File: config.mk
export PLATFORM = sky130hd
export DESIGN_NAME = ps2_rx_top
export DESIGN_NICKNAME = d
export VERILOG_FILES = /design/src/rtl/ps2_rx_pkg.sv /design/src/rtl/ps2_line_filter.sv /design/src/rtl/ps2_stall_timer.sv /design/src/rtl/ps2_frame_fsm.sv /design/src/rtl/ps2_rx_top.sv
export SDC_FILE = /design/constraint.sdc
export NUM_CORES = 1
export LEC_CHECK = 0
export ABC_AREA = 0
export BUFFER_PORTS_ARGS = -buffer_cell sky130_fd_sc_hd__buf_4
export CAP_MARGIN = 20
export CELL_PAD_IN_SITES_DETAIL_PLACEMENT = 1
export CELL_PAD_IN_SITES_GLOBAL_PLACEMENT = 1
export CORE_MARGIN = 5
export CORE_UTILIZATION = 30
export DETAILED_ROUTE_END_ITERATION = 8
export PLACE_DENSITY_LB_ADDON = 0.05
export SLEW_MARGIN = 0
export SYNTH_ARGS = -nofsm -noshare
export SYNTH_HDL_FRONTEND = slang
export SYNTH_SLANG_ARGS = --single-unit
File: constraint.sdc
create_clock -name clk -period 2.5 [get_ports clk]
set_clock_uncertainty 0.1 [all_clocks]
set_input_delay 0.25 -clock clk [delete_from_list [all_inputs] [get_ports clk]]
set_output_delay 0.25 -clock clk [all_outputs]
set_load 0.05 [all_outputs]
File: src/rtl/ps2_rx_pkg.sv
package ps2_rx_pkg;

    localparam int DATA_W = 8;

    typedef enum logic [1:0] {
        PH_IDLE,
        PH_DATA,
        PH_PARITY,
        PH_STOP
    } rx_phase_e;

    typedef struct packed {
        logic [DATA_W-1:0] data;
        logic              par_err;
        logic              timed_out;
    } rx_word_t;

    // returns 1 when data plus parity hold an even number of ones
    function automatic logic parity_is_even(input logic [DATA_W-1:0] d, input logic p);
        return ~(^{d, p});
    endfunction

endpackage

File: src/rtl/ps2_line_filter.sv
module ps2_line_filter #(
    parameter int SYNC_STAGES = 2,
    parameter int FILT_LEN    = 3
) (
    input  logic clk,
    input  logic rst,
    input  logic line_i,
    output logic level_o
);
    logic [SYNC_STAGES-1:0] sync_q;
    logic [FILT_LEN-1:0]    hist_q;
    logic                   level_q;

    always_ff @(posedge clk) begin
        if (rst) begin
            sync_q  <= '1;
            hist_q  <= '1;
            level_q <= 1'b1;
        end else begin
            sync_q <= {sync_q[SYNC_STAGES-2:0], line_i};
            hist_q <= {hist_q[FILT_LEN-2:0], sync_q[SYNC_STAGES-1]};
            if (&hist_q) begin
                level_q <= 1'b1;
            end else if (~|hist_q) begin
                level_q <= 1'b0;
            end
        end
    end

    assign level_o = level_q;
endmodule

File: src/rtl/ps2_stall_timer.sv
module ps2_stall_timer #(
    parameter int LIMIT = 100000
) (
    input  logic clk,
    input  logic rst,
    input  logic run_i,
    input  logic kick_i,
    output logic expire_o
);
    localparam int CW = $clog2(LIMIT + 1);
    localparam logic [CW-1:0] LAST = CW'(LIMIT - 1);

    logic [CW-1:0] cnt_q;

    assign expire_o = run_i && !kick_i && (cnt_q == LAST);

    always_ff @(posedge clk) begin
        if (rst || !run_i || kick_i || expire_o) begin
            cnt_q <= '0;
        end else begin
            cnt_q <= cnt_q + 1'b1;
        end
    end
endmodule

File: src/rtl/ps2_frame_fsm.sv
module ps2_frame_fsm
    import ps2_rx_pkg::*;
(
    input  logic     clk,
    input  logic     rst,
    input  logic     clk_lvl_i,
    input  logic     dat_lvl_i,
    input  logic     inhibit_i,
    input  logic     expire_i,
    output logic     active_o,
    output logic     toggle_o,
    output logic     valid_o,
    output rx_word_t word_o
);
    localparam int IDX_W = $clog2(DATA_W);
    localparam logic [IDX_W-1:0] IDX_LAST = IDX_W'(DATA_W - 1);

    rx_phase_e         phase_q;
    logic [IDX_W-1:0]  idx_q;
    logic [DATA_W-1:0] shreg_q;
    logic              par_q;
    logic              clk_prev_q;
    logic              valid_q;
    rx_word_t          word_q;
    logic              fall;

    assign fall     = clk_prev_q & ~clk_lvl_i;
    assign toggle_o = clk_prev_q ^ clk_lvl_i;
    assign active_o = (phase_q != PH_IDLE);

    always_ff @(posedge clk) begin
        if (rst) begin
            clk_prev_q <= 1'b1;
            phase_q    <= PH_IDLE;
            idx_q      <= '0;
            shreg_q    <= '0;
            par_q      <= 1'b0;
            valid_q    <= 1'b0;
            word_q     <= '0;
        end else begin
            clk_prev_q <= clk_lvl_i;
            valid_q    <= 1'b0;
            if (inhibit_i) begin
                phase_q <= PH_IDLE;
                idx_q   <= '0;
            end else if (fall) begin
                unique case (phase_q)
                    PH_IDLE: begin
                        if (!dat_lvl_i) begin
                            phase_q <= PH_DATA;
                            idx_q   <= '0;
                        end
                    end
                    PH_DATA: begin
                        shreg_q <= {dat_lvl_i, shreg_q[DATA_W-1:1]};
                        idx_q   <= idx_q + 1'b1;
                        if (idx_q == IDX_LAST) begin
                            phase_q <= PH_PARITY;
                        end
                    end
                    PH_PARITY: begin
                        par_q   <= dat_lvl_i;
                        phase_q <= PH_STOP;
                    end
                    PH_STOP: begin
                        phase_q <= PH_IDLE;
                        if (dat_lvl_i) begin
                            valid_q <= 1'b1;
                            word_q  <= '{data: shreg_q,
                                         par_err: parity_is_even(shreg_q, par_q),
                                         timed_out: 1'b0};
                        end
                    end
                    default: phase_q <= PH_IDLE;
                endcase
            end else if (expire_i) begin
                phase_q <= PH_IDLE;
                valid_q <= 1'b1;
                word_q  <= '{data: '0, par_err: 1'b0, timed_out: 1'b1};
            end
        end
    end

    assign valid_o = valid_q;
    assign word_o  = word_q;
endmodule

File: src/rtl/ps2_rx_top.sv
module ps2_rx_top
    import ps2_rx_pkg::*;
#(
    parameter int TIMEOUT_CYC = 100000,
    parameter int SYNC_STAGES = 2,
    parameter int FILT_LEN    = 3
) (
    input  logic              clk,
    input  logic              rst,
    input  logic              ps2_clk_in,
    input  logic              ps2_dat_in,
    input  logic              inhibit_i,
    output logic              clk_drive_low_o,
    output logic              rx_valid_o,
    output logic [DATA_W-1:0] rx_byte_o,
    output logic              rx_parity_err_o,
    output logic              rx_timeout_o
);
    localparam int N_LINES = 2;

    logic [N_LINES-1:0] raw_lines;
    logic [N_LINES-1:0] filt_lines;
    logic               active;
    logic               toggle;
    logic               expire;
    logic               valid;
    rx_word_t           word;
    logic               drive_q;

    assign raw_lines = {ps2_dat_in, ps2_clk_in};

    for (genvar g = 0; g < N_LINES; g++) begin : g_line
        ps2_line_filter #(
            .SYNC_STAGES(SYNC_STAGES),
            .FILT_LEN   (FILT_LEN)
        ) u_filt (
            .clk    (clk),
            .rst    (rst),
            .line_i (raw_lines[g]),
            .level_o(filt_lines[g])
        );
    end

    ps2_stall_timer #(.LIMIT(TIMEOUT_CYC)) u_timer (
        .clk     (clk),
        .rst     (rst),
        .run_i   (active),
        .kick_i  (toggle),
        .expire_o(expire)
    );

    ps2_frame_fsm u_fsm (
        .clk      (clk),
        .rst      (rst),
        .clk_lvl_i(filt_lines[0]),
        .dat_lvl_i(filt_lines[1]),
        .inhibit_i(inhibit_i),
        .expire_i (expire),
        .active_o (active),
        .toggle_o (toggle),
        .valid_o  (valid),
        .word_o   (word)
    );

    always_ff @(posedge clk) begin
        if (rst) begin
            drive_q <= 1'b0;
        end else begin
            drive_q <= inhibit_i;
        end
    end

    assign clk_drive_low_o = drive_q;
    assign rx_valid_o      = valid;
    assign rx_byte_o       = word.data;
    assign rx_parity_err_o = word.par_err;
    assign rx_timeout_o    = word.timed_out;
endmodule

==> reports/metrics.yaml, run 1 <==
area_growth_pct: 14.1
fin_tns_setup_ps: 0
async_reset_ff_share_pct: 0
dieArea_mm2: 0.00985
reg2reg_from: "u_timer.cnt_q[6]"
n_fill_cell: 888
root_buffer: "clkbuf_8"
placed_area_mm2: 0.00261
wl_per_cell_um: 13.1
start_kind: "flip-flop"
ios: 17
worst-path-buf-inv: 0
p_int_uw: 1140
fp-row-count: 32
vias: 1773
switching_share_pct: 21.8
peakVddDrop_uv: 194
drive_above_1_share_pct: 16.8
grt.overflow.total: 0
multi_input_area_mm2: 0.00117
grt_first_pass_wirelength_um: 8600
cp_top_family: "simple AND/OR/NAND/NOR gates"
power_frac_seq_pct: 61.9
clkPwrFrac_pct: 35.9
seq_area_mm2: 0.00112
crit_slowest_cell: "or4_1"
power_density_mw_per_mm2: 532
cts.sinks: 56
setup_viol: 0
yosys.area.top_type_share_pct: 46.9
p_leak_uw: 0.00101
antenna_found_initial: 0
drt_first_iter_violations: 19
yosys_register_bits: 56
drc_errors: 0
synth_area_leaders: "dfxtp_1 47%, nor2_1 4.6%, ha_1 4.2%"
numPortBuffers: 16
clk_latency_ps: 310
worstPathMaxFanout: 9
timing.critical_path.arrival_ps: 2140
post_cts_resized: 0
syn_inst: 250
synth_edf_count: 0
yosysWarnings: 0
core_area_mm2: 0.00773
path_class: "reg2reg"
period_minus_slack_ps: 2050
routed_wl_um: 4860
slew_headroom_pct: 59.7
maxSlewViolCount: 0
cts-htree-levels: 2
cts_tree: "done"
clockBufferDepth: 2
hold_viol: 0
max_freq_ghz: 0.488
crit_path_start: "u_timer.cnt_q[6]"
tightest_slew_ps: 604
ys_dominant_reg_cell: "dfxtp_1"
cp.required_ps: 2580
die_x_um: 99.3
clk_pin_slew_worst_paths_ps: 100
postRouteAntennaNets: 0
worstHoldStart: "inhibit_i"
final_area_mm2: 0.00273
max_stage_delay_ps: 540
routabilityCongestion: 0.758
rsz0062_at_grt: "false"
grtUsageTotal_pct: 10.9
firstDrtPassIters: 4
yosysSeqAreaShare_pct: 46.9
final_net_count: 280
syn_avg_cell_area_um2: 9.56
synth_fp_nets: 263
drv_cap: 0
antenna_cells: 0
cts_setup_buffers: 0
switching_power_uw: 317
crit_chain: "or4_1 -> nor3_2 -> and4b_1 -> o41ai_1"
endpoint_kind: "flip-flop"
synth_cell_types: 41
fp.dieH_um: 99.3
status: "complete, no violations"
first_global_vias: 1780
grt_max_degree: 51
dpl.hpwl_um: 3360
synth_area_leader_cell: "dfxtp_1"
cts_buffers: 5
start_util_pct: 30.9
post-route-period-util_pct: 82.0
viasPerCell: 4.79
netlist_area_mm2: 0.00239
hp-class: "in2reg"
combinationalPowerShare_pct: 2.2
==> area by class of cell <==
cell class	instances	area share [%]
Sequential cell	56	41.1
Tap cell	102	4.68
Timing Repair Buffer	20	5.69
Inverter	15	2.06
Clock inverter	2	0.550
Clock buffer	6	3.03
Multi-Input combinational cell	169	42.9
==> path summary, 6_finish.rpt <==
kind                                              endpoint  slack [ps]  cells after the start
worst max register to register             u_fsm.word_o[1]         450                      4
worst max-delay path                       u_fsm.word_o[1]         450                      4
worst min-delay path                        u_fsm.idx_q[0]          90                      2
worst min register to register  g_line[1].u_filt.sync_q[1]         320                      1
==> stage by stage <==
step / hold slack, ps / util (%) / setup slack (ps) / power, uW / instances
6_report: 87.9 / 35.3 / 450 / 1450 / 370
5_1_grt: 72.3 / 35.3 / 236 / 1530 / 370
4_1_cts: 72.7 / 35.3 / 436 / 1490 / 370
3_5_place_dp: 295 / 33.8 / 446 / 950 / 360
3_3_place_gp: 296 / 33.8 / 487 / 950 / 360
2_1_floorplan: 254 / - / 694 / 939 / 250
==> power groups by stage <==
stage	Clock (uW)	Sequential [uW]	Combinational [uW]
global placement	0	920	30.3
global route	592	900	35.3
detailed placement	0	919	30.2
CTS	562	899	32.8
finish	521	899	32.1
floorplan	0	922	17.2
==> logic make-up after synthesis <==
kind of cell	count (synthesis)	synth area share (%)
xor+xnor	16	7.02
buf+inv	25	4.14
fa+ha+maj	8	4.19
simple gates	97	22.7
compound gates	39	11.3
mux	9	3.77
flops	56	46.9
==> timing repair <==
| action | in CTS | in global routing |
|---|---|---|
| hold buffers | 2 | 0 |
| endpoints found under the setup margin | 0 | 0 |
| hold endpoints to repair | 2 | 0 |
==> placed cells by master (no fill, tap or decap), types with 2 or more instances in the layout <==
cell / n
mux2i_1: 9
nor2_1: 29
or4_1: 2
xnor3_1: 2
or3_1: 4
or2_2: 12
nor3b_1: 2
dlygate4sd3_1: 2
inv_1: 15
a32oi_1: 2
nand2_1: 12
a31o_2: 2
nand3_1: 6
o21bai_1: 2
nand3b_1: 9
nor2b_1: 3
nor3_1: 4
ha_1: 8
a211oi_1: 3
dfxtp_1: 56
clkbuf_8: 6
o41ai_1: 9
o21ai_0: 8
nor4_1: 4
a21oi_1: 9
xnor2_1: 11
xor2_1: 3
buf_4: 18
clkinvlp_4: 2
and3_1: 2
nand4b_1: 2
==> sequential cells by signal, indices dropped and copies added (netlist names), 2 cells and up <==
name and cells:
g_line.u_filt.level_o 2, u_timer.cnt_q 17, g_line.u_filt.sync_q 4, u_fsm.word_o 10, u_fsm.shreg_q 8, u_fsm.phase_q 2, u_fsm.idx_q 3, g_line.u_filt.hist_q 6
==> per-layer routing <==
metal	global-route usage (%)	vias up	wire length [um]	share of wire (%)
met4	4.41	0	79	1.6
met2	16.9	17	2240	46
met5	0	-	0	0
met1	14.4	845	2400	49
li1	-	903	-	-
met3	2.66	8	146	3.0
==> synth_stat cells (2+ instances only) <==
cell type and number:
or3_1 4, xnor2_1 11, mux2i_1 9, dfxtp_1 56
nand2_1 12, nand3b_1 9, nor2b_1 3, a21oi_1 9
and3_1 2, or4_1 2, or2_2 12, o21bai_1 2
nor4_1 4, o21ai_0 8, nor3b_1 2, inv_1 15
nor3_1 4, ha_1 8, xnor3_1 2, nand4b_1 2
nand3_1 6, a32oi_1 2, nor2_1 29, xor2_1 3
clkbuf_1 7, a211oi_1 3, a31o_2 2, o41ai_1 9
No activity file was read; power rests on OpenSTA's default activity.
==> run 2: changes to the inputs <==
ABC_AREA = 1   (was 0)
clock period = 1.9 ns   (was 2.5 ns; I/O delays follow)
==> reports/metrics.yaml, run 2 <==
status: "complete, no violations"
root_buffer: "clkbuf_8"
dpl_worst_slack_ps: 46.5
synthTopCellsByCount: "86 x nand2_1, 56 x dfxtp_1, 48 x inv_1"
p_leak_uw: 0.00125
syn_inst: 354
core_area_mm2: 0.00864
endpoint_kind: "flip-flop"
ys_dominant_reg_cell: "dfxtp_1"
synthAdderAreaFrac_pct: 3.82
grt.overflow.total: 0
hp-class: "in2reg"
crit_chain: "inv_1 -> ha_1 -> inv_1 -> nor2_2 -> nand2_2 -> nor2_4 -> nand4_4 -> nand2_2 -> nand2_4 -> clkinv_8 -> nand2_1 -> nand2_1 -> nor2_2"
post-route-period-util_pct: 90.9
dpl.hpwl_um: 4560
synth_edf_count: 0
path_class: "reg2reg"
cp_top_family: "simple AND/OR/NAND/NOR gates"
fp.dieH_um: 103
vias: 2218
cts_setup_buffers: 0
yosys.area.top_type_share_pct: 42.8
grt_first_pass_wirelength_um: 10100
largest_reg_flops: 17
area_growth_pct: 15.6
cts.sinks: 56
routed_wl_um: 5930
antenna_found_initial: 0
viasPerCell: 4.53
crit_slowest_cell: "dfxtp_1"
numPortBuffers: 16
firstDrtPassIters: 4
period_minus_slack_ps: 1730
synth-compound-area-share_pct: 8.35
cts_buffers: 5
synth_top_family_by_area: "simple AND/OR/NAND/NOR gates"
yosys_register_bits: 56
timing.critical_path.arrival_ps: 1850
yosys.area_share.simple_pct: 33.7
synth_area_leader_cell: "dfxtp_1"
cts_tree: "done"
postRouteAntennaNets: 0
yosysSeqAreaShare_pct: 42.8
synth_fp_nets: 367
start_util_pct: 30.4
dieArea_mm2: 0.0107
yosysMostFrequentCell: "nand2_1"
hold_viol: 0
grtUsageTotal_pct: 11.9
final.setup.worst_slack_ps: 172
die_x_um: 103
grt_max_degree: 21
ios: 17
hold_slack_ps: 31.0
worst-path-buf-inv: 3
worstPathMaxFanout: 17
cts-htree-levels: 2
placed_area_mm2: 0.00290
cp.required_ps: 2020
syn_avg_cell_area_um2: 7.40
peakVddDrop_uv: 318
synthMuxAreaShare_pct: 0
synth_area_leaders: "dfxtp_1 43%, nand2_1 12%, inv_1 6.9%"
max_freq_ghz: 0.579
synth_cell_types: 32
wl_per_cell_um: 12.1
drive_above_1_share_pct: 20.4
final_area_mm2: 0.00303
netlist_area_mm2: 0.00262
layout_commonest_cell: "nand2_1"
clk_pin_slew_worst_paths_ps: 110
drv_cap: 0
routabilityCongestion: 0.768
rsz0062_at_grt: "false"
max_stage_delay_ps: 320
max_flop_register: "u_timer.cnt_q"
synth_xor_area_share_pct: 2.00
clk_latency_ps: 310
first_global_vias: 2131
clockBufferDepth: 2
tightest_slew_ps: 456
final_cell_mix: "86 x nand2_1, 56 x dfxtp_1, 48 x inv_1"
yosysWarnings: 0
fp-row-count: 34
fin_tns_setup_ps: 0
start_kind: "flip-flop"
drc_errors: 0
slew_headroom_pct: 69.3
power_density_mw_per_mm2: 636
drt_first_iter_violations: 26
maxSlewViolCount: 0
async_reset_ff_share_pct: 0
antenna_cells: 0
final_net_count: 394
setup_viol: 0
==> run 2: what timing repair did <==
action,in CTS,in global routing
setup endpoints to repair,0,10
hold buffers,2,0
resized for setup,0,6
endpoints found under the hold margin,2,0
==> run 2: through the flow <==
step	cells	total power [uW]	utilization, %
floorplan	354	1240	-
global placement	480	1260	33.6
detailed placement	480	1260	33.6
CTS	490	1970	34.8
global route	490	2020	35.1
finish	490	1930	35.1
==> run 2: area by class of cell <==
class | count | area (um2)
fillers | 1102 | 5610
multi-input cells | 240 | 1270
flip-flops and latches | 56 | 1120
repair buffers | 27 | 208
inverters | 51 | 205
well taps | 108 | 135
clock buffers | 5 | 68.8
clock inverters | 3 | 22.5
==> run 2: logic make-up (layout without fill, tap and decap cells) <==
kind of cell             Yosys count  after routing
buffers and inverters             58             86
AO/OA/AOI/OAI                     41             41
adder cells (fa/ha/maj)            8              8
flip-flops                        56             56
XOR/XNOR                           6              6
AND/OR/NAND/NOR                  185            185
==> run 2: final timing paths <==
check                           cells past startpoint                    endpoint                        from  slack, ps
worst min register to register                      1  g_line[1].u_filt.hist_q[0]  g_line[1].u_filt.sync_q[1]        320
worst min-delay path                                2             clk_drive_low_o                         rst         30
worst max register to register                     13             u_fsm.word_o[6]    g_line[0].u_filt.level_o        170
worst max-delay path                               13             u_fsm.word_o[6]    g_line[0].u_filt.level_o        170
==> run 2: metal layers <==
layer  part of all wire [%]  GRT usage [%]  vias to the layer above
met2                     48           20.0                       15
met3                    2.8           2.48                        4
met5                      0              0                        -
met4                   0.67           2.39                        0
li1                       -              -                     1160
met1                     49           15.7                     1039
==> run 2: where the power goes <==
part / switching (uW) / total (uW) / internal (uW)
registers: 2.35 / 1180 / 1180
logic: 30.8 / 51.2 / 20.4
clock network: 427 / 693 / 266
total: 460 / 1930 / 1470
